===== config.mk =====
export PLATFORM = sky130hd
export DESIGN_NAME = vram_cycle_decoder
export DESIGN_NICKNAME = d
export VERILOG_FILES = /design/src/rtl/vram_dec_pkg.sv /design/src/rtl/vram_strobe_edges.sv /design/src/rtl/vram_cycle_track.sv /design/src/rtl/vram_mode_regs.sv /design/src/rtl/vram_cycle_decoder.sv
export SDC_FILE = /design/constraint.sdc
export NUM_CORES = 1
export LEC_CHECK = 0
export ABC_CLOCK_PERIOD_IN_PS = 6400
export BUFFER_PORTS_ARGS = -buffer_cell sky130_fd_sc_hd__buf_4
export CAP_MARGIN = 0
export CORE_UTILIZATION = 59
export DETAILED_ROUTE_END_ITERATION = 10
export MAX_ROUTING_LAYER = met4
export PLACE_DENSITY = 0.89
export SLEW_MARGIN = 20
export SYNTH_ARGS = -nofsm -noshare
export SYNTH_HDL_FRONTEND = slang
export SYNTH_SLANG_ARGS = --single-unit

===== constraint.sdc =====
create_clock -name clk -period 6.4 [get_ports clk]
set_clock_uncertainty 0.05 [all_clocks]
set_input_delay 1.6 -clock clk [delete_from_list [all_inputs] [get_ports clk]]
set_output_delay 1.6 -clock clk [all_outputs]
set_load 0.1 [all_outputs]

===== src/rtl/vram_dec_pkg.sv =====
package vram_dec_pkg;

  typedef enum logic [3:0] {
    CY_READ       = 4'd0,
    CY_WRITE      = 4'd1,
    CY_WRITE_M    = 4'd2,
    CY_BLOCK      = 4'd3,
    CY_BLOCK_M    = 4'd4,
    CY_LOAD_MASK  = 4'd5,
    CY_LOAD_COLOR = 4'd6,
    CY_XF_RD      = 4'd7,
    CY_XF_SPLIT   = 4'd8,
    CY_XF_WM      = 4'd9,
    CY_XF_SPLIT_W = 4'd10,
    CY_XF_FLASH   = 4'd11,
    CY_REF_KEEP   = 4'd12,
    CY_REF_CLEAR  = 4'd13,
    CY_REF_STOP   = 4'd14,
    CY_ILLEGAL    = 4'd15
  } cyc_e;

  // Final classification from the levels stored at the row fall, the
  // special pin at the first column fall and whether write fell later.
  function automatic cyc_e classify(input logic cbr, input logic trg_n,
                                    input logic we_n, input logic dsf,
                                    input logic dsf_cas, input logic we_fell);
    cyc_e c;
    if (cbr) begin
      if (!we_n) c = dsf ? CY_REF_STOP : CY_ILLEGAL;
      else       c = dsf ? CY_REF_KEEP : CY_REF_CLEAR;
    end else if (!trg_n) begin
      if (we_n)      c = dsf ? CY_XF_SPLIT : CY_XF_RD;
      else if (!dsf) c = CY_XF_WM;
      else           c = dsf_cas ? CY_XF_FLASH : CY_XF_SPLIT_W;
    end else if (!we_n) begin
      if (dsf) c = CY_ILLEGAL;
      else     c = dsf_cas ? CY_BLOCK_M : CY_WRITE_M;
    end else if (dsf) begin
      c = dsf_cas ? CY_LOAD_COLOR : CY_LOAD_MASK;
    end else if (!we_fell) begin
      c = CY_READ;
    end else begin
      c = dsf_cas ? CY_BLOCK : CY_WRITE;
    end
    return c;
  endfunction

  function automatic logic uses_bit_mask(input cyc_e c);
    return (c == CY_WRITE_M) || (c == CY_BLOCK_M) || (c == CY_XF_WM) ||
           (c == CY_XF_SPLIT_W) || (c == CY_XF_FLASH);
  endfunction

  function automatic logic is_block(input cyc_e c);
    return (c == CY_BLOCK) || (c == CY_BLOCK_M);
  endfunction

endpackage


===== src/rtl/vram_strobe_edges.sv =====
module vram_strobe_edges (
  input  logic clk,
  input  logic rst_n,
  input  logic ras_n,
  input  logic casl_n,
  input  logic casu_n,
  input  logic we_n,
  output logic cas_low,
  output logic ras_fall,
  output logic ras_rise,
  output logic cas_fall,
  output logic we_fall
);

  localparam int NS = 3;

  logic [NS-1:0] lvl, prev_q, prev_d;

  assign cas_low = ~(casl_n & casu_n);
  assign lvl     = {we_n, ~cas_low, ras_n};
  assign prev_d  = lvl;

  always_ff @(posedge clk or negedge rst_n) begin
    if (!rst_n) prev_q <= '1;
    else        prev_q <= prev_d;
  end

  assign ras_fall = prev_q[0] & ~lvl[0];
  assign ras_rise = ~prev_q[0] & lvl[0];
  assign cas_fall = prev_q[1] & ~lvl[1];
  assign we_fall  = prev_q[2] & ~lvl[2];

endmodule


===== src/rtl/vram_cycle_track.sv =====
module vram_cycle_track
  import vram_dec_pkg::*;
#(
  parameter int AW      = 9,
  parameter int DW      = 16,
  parameter int BLK_LSB = 3
) (
  input  logic             clk,
  input  logic             rst_n,
  input  logic             ras_fall,
  input  logic             ras_rise,
  input  logic             cas_fall,
  input  logic             we_fall,
  input  logic             cas_low,
  input  logic             trg_n,
  input  logic             we_n,
  input  logic             dsf,
  input  logic [AW-1:0]    addr,
  input  logic [DW-1:0]    dq,
  input  logic             persist,
  input  logic [DW-1:0]    mask_reg,
  output logic             done,
  output cyc_e             fin_code,
  output logic [DW-1:0]    fin_data,
  output logic [AW-1:0]    fin_row,
  output logic             cyc_valid,
  output logic [3:0]       cyc_code,
  output logic [AW-1:0]    row_addr,
  output logic [AW-1:0]    col_addr,
  output logic [AW-BLK_LSB-1:0] blk_addr,
  output logic [DW-1:0]    wr_data,
  output logic [DW-1:0]    wr_mask,
  output logic [DW-1:0]    col_mask
);

  typedef struct packed {
    logic          in_cyc;
    logic          cbr;
    logic          trg_n;
    logic          we_n;
    logic          dsf;
    logic          dsf_cas;
    logic          cas_seen;
    logic          data_got;
    logic          we_fell;
    logic [AW-1:0] row;
    logic [AW-1:0] col;
    logic [DW-1:0] mbus;
    logic [DW-1:0] data;
  } trk_t;

  trk_t cur_q, nxt_d;

  always_comb begin
    nxt_d = cur_q;
    if (ras_fall) begin
      nxt_d.in_cyc   = 1'b1;
      nxt_d.cbr      = cas_low;
      nxt_d.trg_n    = trg_n;
      nxt_d.we_n     = we_n;
      nxt_d.dsf      = dsf;
      nxt_d.row      = addr;
      nxt_d.mbus     = dq;
      nxt_d.dsf_cas  = 1'b0;
      nxt_d.cas_seen = 1'b0;
      nxt_d.data_got = 1'b0;
      nxt_d.we_fell  = 1'b0;
      nxt_d.col      = '0;
      nxt_d.data     = '0;
    end else if (cur_q.in_cyc) begin
      if (cas_fall && !cur_q.cas_seen) begin
        nxt_d.cas_seen = 1'b1;
        nxt_d.col      = addr;
        nxt_d.dsf_cas  = dsf;
        if (!we_n) begin
          nxt_d.data     = dq;
          nxt_d.data_got = 1'b1;
        end
      end
      if (we_fall) begin
        nxt_d.we_fell = 1'b1;
        if (cur_q.cas_seen && !cur_q.data_got) begin
          nxt_d.data     = dq;
          nxt_d.data_got = 1'b1;
        end
      end
      if (ras_rise) nxt_d.in_cyc = 1'b0;
    end
  end

  always_ff @(posedge clk or negedge rst_n) begin
    if (!rst_n) cur_q <= '0;
    else        cur_q <= nxt_d;
  end

  assign done     = cur_q.in_cyc & ras_rise;
  assign fin_code = classify(cur_q.cbr, cur_q.trg_n, cur_q.we_n, cur_q.dsf,
                             nxt_d.dsf_cas, nxt_d.we_fell);
  assign fin_data = nxt_d.data;
  assign fin_row  = cur_q.row;

  logic [DW-1:0] mask_d, cmask_d;
  always_comb begin
    mask_d  = '1;
    cmask_d = '1;
    if (uses_bit_mask(fin_code)) mask_d = persist ? mask_reg : cur_q.mbus;
    if (is_block(fin_code))      cmask_d = fin_data;
  end

  always_ff @(posedge clk or negedge rst_n) begin
    if (!rst_n) cyc_valid <= 1'b0;
    else        cyc_valid <= done;
  end

  always_ff @(posedge clk or negedge rst_n) begin
    if (!rst_n) begin
      cyc_code <= '0;
      row_addr <= '0;
      col_addr <= '0;
      blk_addr <= '0;
      wr_data  <= '0;
      wr_mask  <= '1;
      col_mask <= '1;
    end else if (done) begin
      cyc_code <= fin_code;
      row_addr <= cur_q.row;
      col_addr <= nxt_d.col;
      blk_addr <= nxt_d.col[AW-1:BLK_LSB];
      wr_data  <= fin_data;
      wr_mask  <= mask_d;
      col_mask <= cmask_d;
    end
  end

endmodule


===== src/rtl/vram_mode_regs.sv =====
module vram_mode_regs
  import vram_dec_pkg::*;
#(
  parameter int AW       = 9,
  parameter int DW       = 16,
  parameter int STOP_LSB = 4,
  parameter int STOP_W   = 4
) (
  input  logic              clk,
  input  logic              rst_n,
  input  logic              done,
  input  cyc_e              fin_code,
  input  logic [DW-1:0]     fin_data,
  input  logic [AW-1:0]     fin_row,
  output logic              persist_on,
  output logic              stop_on,
  output logic [STOP_W-1:0] stop_code,
  output logic [DW-1:0]     mask_reg,
  output logic [DW-1:0]     color_reg
);

  logic              pers_d, stop_d;
  logic [STOP_W-1:0] code_d;
  logic [DW-1:0]     mask_d, color_d;

  always_comb begin
    pers_d  = persist_on;
    stop_d  = stop_on;
    code_d  = stop_code;
    mask_d  = mask_reg;
    color_d = color_reg;
    if (done) begin
      unique case (fin_code)
        CY_LOAD_MASK: begin
          mask_d = fin_data;
          pers_d = 1'b1;
        end
        CY_LOAD_COLOR: color_d = fin_data;
        CY_REF_CLEAR: begin
          pers_d = 1'b0;
          stop_d = 1'b0;
        end
        CY_REF_STOP: begin
          stop_d = 1'b1;
          code_d = fin_row[STOP_LSB +: STOP_W];
        end
        default: ;
      endcase
    end
  end

  always_ff @(posedge clk or negedge rst_n) begin
    if (!rst_n) begin
      persist_on <= 1'b0;
      stop_on    <= 1'b0;
      stop_code  <= '0;
      mask_reg   <= '1;
      color_reg  <= '0;
    end else begin
      persist_on <= pers_d;
      stop_on    <= stop_d;
      stop_code  <= code_d;
      mask_reg   <= mask_d;
      color_reg  <= color_d;
    end
  end

endmodule


===== src/rtl/vram_cycle_decoder.sv =====
module vram_cycle_decoder
  import vram_dec_pkg::*;
#(
  parameter int AW       = 9,
  parameter int DW       = 16,
  parameter int BLK_LSB  = 3,
  parameter int STOP_LSB = 4,
  parameter int STOP_W   = 4
) (
  input  logic                  clk,
  input  logic                  rst_n,
  input  logic                  ras_n,
  input  logic                  casl_n,
  input  logic                  casu_n,
  input  logic                  trg_n,
  input  logic                  we_n,
  input  logic                  dsf,
  input  logic [AW-1:0]         addr,
  input  logic [DW-1:0]         dq,
  output logic                  cyc_valid,
  output logic [3:0]            cyc_code,
  output logic [AW-1:0]         row_addr,
  output logic [AW-1:0]         col_addr,
  output logic [AW-BLK_LSB-1:0] blk_addr,
  output logic [DW-1:0]         wr_data,
  output logic [DW-1:0]         wr_mask,
  output logic [DW-1:0]         col_mask,
  output logic                  persist_on,
  output logic                  stop_on,
  output logic [STOP_W-1:0]     stop_code,
  output logic [DW-1:0]         mask_reg,
  output logic [DW-1:0]         color_reg
);

  logic          cas_low, ras_fall, ras_rise, cas_fall, we_fall;
  logic          done;
  cyc_e          fin_code;
  logic [DW-1:0] fin_data;
  logic [AW-1:0] fin_row;

  vram_strobe_edges u_edges (
    .clk(clk), .rst_n(rst_n), .ras_n(ras_n), .casl_n(casl_n),
    .casu_n(casu_n), .we_n(we_n), .cas_low(cas_low), .ras_fall(ras_fall),
    .ras_rise(ras_rise), .cas_fall(cas_fall), .we_fall(we_fall)
  );

  vram_cycle_track #(.AW(AW), .DW(DW), .BLK_LSB(BLK_LSB)) u_track (
    .clk(clk), .rst_n(rst_n), .ras_fall(ras_fall), .ras_rise(ras_rise),
    .cas_fall(cas_fall), .we_fall(we_fall), .cas_low(cas_low),
    .trg_n(trg_n), .we_n(we_n), .dsf(dsf), .addr(addr), .dq(dq),
    .persist(persist_on), .mask_reg(mask_reg), .done(done),
    .fin_code(fin_code), .fin_data(fin_data), .fin_row(fin_row),
    .cyc_valid(cyc_valid), .cyc_code(cyc_code), .row_addr(row_addr),
    .col_addr(col_addr), .blk_addr(blk_addr), .wr_data(wr_data),
    .wr_mask(wr_mask), .col_mask(col_mask)
  );

  vram_mode_regs #(.AW(AW), .DW(DW), .STOP_LSB(STOP_LSB), .STOP_W(STOP_W)) u_modes (
    .clk(clk), .rst_n(rst_n), .done(done), .fin_code(fin_code),
    .fin_data(fin_data), .fin_row(fin_row), .persist_on(persist_on),
    .stop_on(stop_on), .stop_code(stop_code), .mask_reg(mask_reg),
    .color_reg(color_reg)
  );

endmodule


==> impl_metrics.json <==
{
  "rr_endpoint": "u_modes.mask_reg[4]$_DFFE_PN1P_",
  "failed_checks": "design-rule violations",
  "p_switching_mw": 1.762,
  "seq_area_frac_synth": 0.6065,
  "final-seq-area_mm2": 0.004343,
  "critical_path.n_buffers_inverters": 1,
  "status": "complete, but fails checks",
  "num_rows": 39,
  "netlist-cell-type-count": 52,
  "route.final.wire_length_um": 17730,
  "slew_headroom": 0.2605,
  "cts-resized-gates": 0,
  "die_boundary_width_um": 112.2,
  "insertion_delay_ps": 430,
  "number_of_antenna_violating_nets_in_the_routed_design": 0,
  "power.total_mw": 3.890,
  "clockPowerShare": 0.241,
  "synthCells": 625,
  "syn-cell-area_mm2": 0.007161,
  "yosys_most_used_dff": "dfrtp_1",
  "grt_start_max_net_pins": 120,
  "hold_ws_ps": 423.2,
  "hpwl_um": 11510,
  "synth_fp_nets": 661,
  "worst_hold_path_type": "reg -> reg",
  "cts.repair_timing.setup_buffer_count": 0,
  "critical_path.max_fanout": 31,
  "timing.final.setup_violations": 0,
  "path_clk_slew_ps": 60,
  "synth_edf_count": 0,
  "cts.path.max_buffers": 2,
  "power.density_mw_per_mm2": 442.5,
  "nets": 790,
  "path_cells": "buf_4, nand2b_2, a21oi_1, or3_1, o211ai_4, nand3b_1, or2_1, mux2_2",
  "timing.reg2reg.setup_slack_ps": 3120,
  "power_switching_share": 0.4529,
  "critPathArrivalTime_ps": 4550,
  "ys_seq_elements": 171,
  "antenna_found_initial": 0,
  "io_pins": 148,
  "timing_worst_slew_pin_value_ps": 1106,
  "number_of_global_route_vias_before_repair": 5362,
  "sequentialPowerShare": 0.361,
  "internal_power_consumption_mw": 2.128,
  "synth.avg_cell_area_um2": 11.46,
  "combPwrFrac": 0.399,
  "preCtsSetupSlack_ps": 1757,
  "largest_register_ffs": 50,
  "r2r_depth": 7,
  "synth.area.top_cells": "dfrtp_1, dfstp_2, nand2_1, mux2i_1, mux2_4",
  "setup.worst_path.class": "in -> reg",
  "layout-drive-gt1-share": 0.3760,
  "dp_cells": 878,
  "n_fill_cell": 764,
  "drt-pass1-iter-count": 8,
  "layout_commonest_cell": "nand2_1",
  "grt_setup_unrepaired": "false",
  "critPathRequiredTime_ps": 6710,
  "gp_routability_congestion": 0.8162,
  "clock-sinks": 171,
  "via_per_inst": 5.756,
  "irDropWorstVdd_mv": 0.2948,
  "synth.largest_area_cell": "dfrtp_1",
  "slew_viol_final": 0,
  "min_to": "u_track.cur_q[30]$_DFFE_PN0P_",
  "setup.worst_path.start_class": "input pin",
  "die-area_mm2": 0.01258,
  "max_cap_violations": 0,
  "whs_path_depth": 2,
  "yosysWarningCount": 0,
  "place.port_buffers": 147,
  "regMostFlops": "u_track.cur_q",
  "ys_async_sr_fraction": 1.000,
  "final_cells": 909,
  "cts.hold.buffers_added": 0,
  "detail_route.drc_violations": 4,
  "layout_setup_ws_ps": 2152,
  "post_route_fraction_of_the_period_consumed_by_the_critical_path": 0.6638,
  "rr_startpoint": "u_edges.prev_q[0]$_DFF_PN1_",
  "worst_path_max_delay_cell": "or2_1",
  "layout_common_cells": "nand2_1, buf_4, dfrtp_1",
  "numCtsBuffers": 17,
  "drt_iter0_drc": 482,
  "grtUsageTotal": 0.3079,
  "antenna_cells": 0,
  "delay_of_the_slowest_cell_on_the_worst_path_ps": 810,
  "floorplan.core_area_mm2": 0.01161,
  "tritoncts": "built",
  "routed_wire_length_per_instance_um": 19.50,
  "end_kind": "flop",
  "leakage_nw": 4.518,
  "min-delay-start": "u_track.cur_q[30]$_DFFE_PN0P_",
  "starting_density_of_the_core": 0.6166,
  "cell_at_the_root_of_the_clock_tree": "clkbuf_16",
  "critPathTopFamily": "simple AND/OR/NAND/NOR gates",
  "achievable-frequency_mhz": 235.4,
  "route.vias.total": 5232,
  "multi_input_comb_area_mm2": 0.002549,
  "clock_period_minus_worst_slack_ps": 4248,
  "die_outline_height_um": 112.2,
  "clock_tree.htree_level_count": 4,
  "first_pass_grt_wire_length_um": 28230,
  "area_growth_pct": 22.77,
  "globalRoute.totalOverflow": 0,
  "hold_viol": 0,
  "synth_top_area_share": 0.4194,
  "tns_ps": 0
}
## stage by stage
| step | utilization | area [um2] |
|---|---|---|
| detailed placement | 0.7109 | 8257 |
| floorplan | - | 7161 |
| global route | 0.7569 | 8791 |
| finish | 0.7569 | 8791 |
| global placement | 0.7107 | 8254 |
| CTS | 0.7567 | 8788 |
## power by group through the flow
stage	clock network (mW)	logic, mW	registers [mW]
CTS	0.945	1.56	1.40
detailed placement	0	1.55	1.42
global placement	0	1.52	1.41
floorplan	0	0.326	2.30
global route	0.992	1.60	1.42
finish	0.936	1.55	1.40
## cells by family (layout without fill, tap and decap cells)
family	Yosys count	after routing	synth area share
and+or+nand+nor	250	250	0.1415
muxes	78	78	0.1260
adders and majority gates	4	4	0.006640
AOI/OAI and AO/OA	70	70	0.07793
xor gates and xnor gates	1	1	0.001223
buffers and inverters	51	192	0.04019
DFF	171	171	0.6065
## layout make-up
cell class	count	share of cell area
flip-flops and latches	171	0.4940
multi-input cells	403	0.2899
repair buffers	154	0.1322
clock buffers	22	0.05280
well taps	143	0.02035
clock inverters	9	0.007686
inverters	7	0.002989
## worst reg2reg max path: stages (launching register included)
cell	delay (ps)
dfstp_2	380
nand2b_2	500
a21oi_1	150
or3_1	420
o211ai_4	260
nand3b_1	190
or2_1	810
mux2_2	440
## worst max path at each step
stage / endpoint / slack, ps / depth (start not counted) / startpoint
after global placement: u_modes.color_reg[7]$_DFFE_PN0P_ / 1430 / 8 / ras_n
after floorplan: u_modes.color_reg[10]$_DFFE_PN0P_ / 2730 / 9 / casl_n
after detailed placement: u_modes.mask_reg[4]$_DFFE_PN1P_ / 1760 / 8 / ras_n
after global routing: u_modes.mask_reg[4]$_DFFE_PN1P_ / 2020 / 8 / ras_n
final: u_modes.mask_reg[4]$_DFFE_PN1P_ / 2150 / 8 / ras_n
after CTS: u_modes.mask_reg[4]$_DFFE_PN1P_ / 2190 / 8 / ras_n
## metal layers
layer,global-route usage,part of all wire,up-vias
li1,-,-,2341
met1,0.3750,0.40,2668
met2,0.4957,0.51,182
met3,0.08693,0.061,41
met4,0.1093,0.025,0
met5,-,0,-
## synth_stat cells, types with 4 or more instances
cell	n
nand2_1	194
dfrtp_1	120
dfstp_2	51
mux2i_1	41
nor2_1	36
mux2_4	20
o211ai_1	18
clkbuf_1	17
mux2_2	17
o22a_1	17
o31ai_1	9
buf_2	8
a21oi_1	7
buf_4	7
inv_1	6
buf_1	5
o21ai_0	5
nor3_1	4
Note: power is estimated with default switching activity, not from simulation.
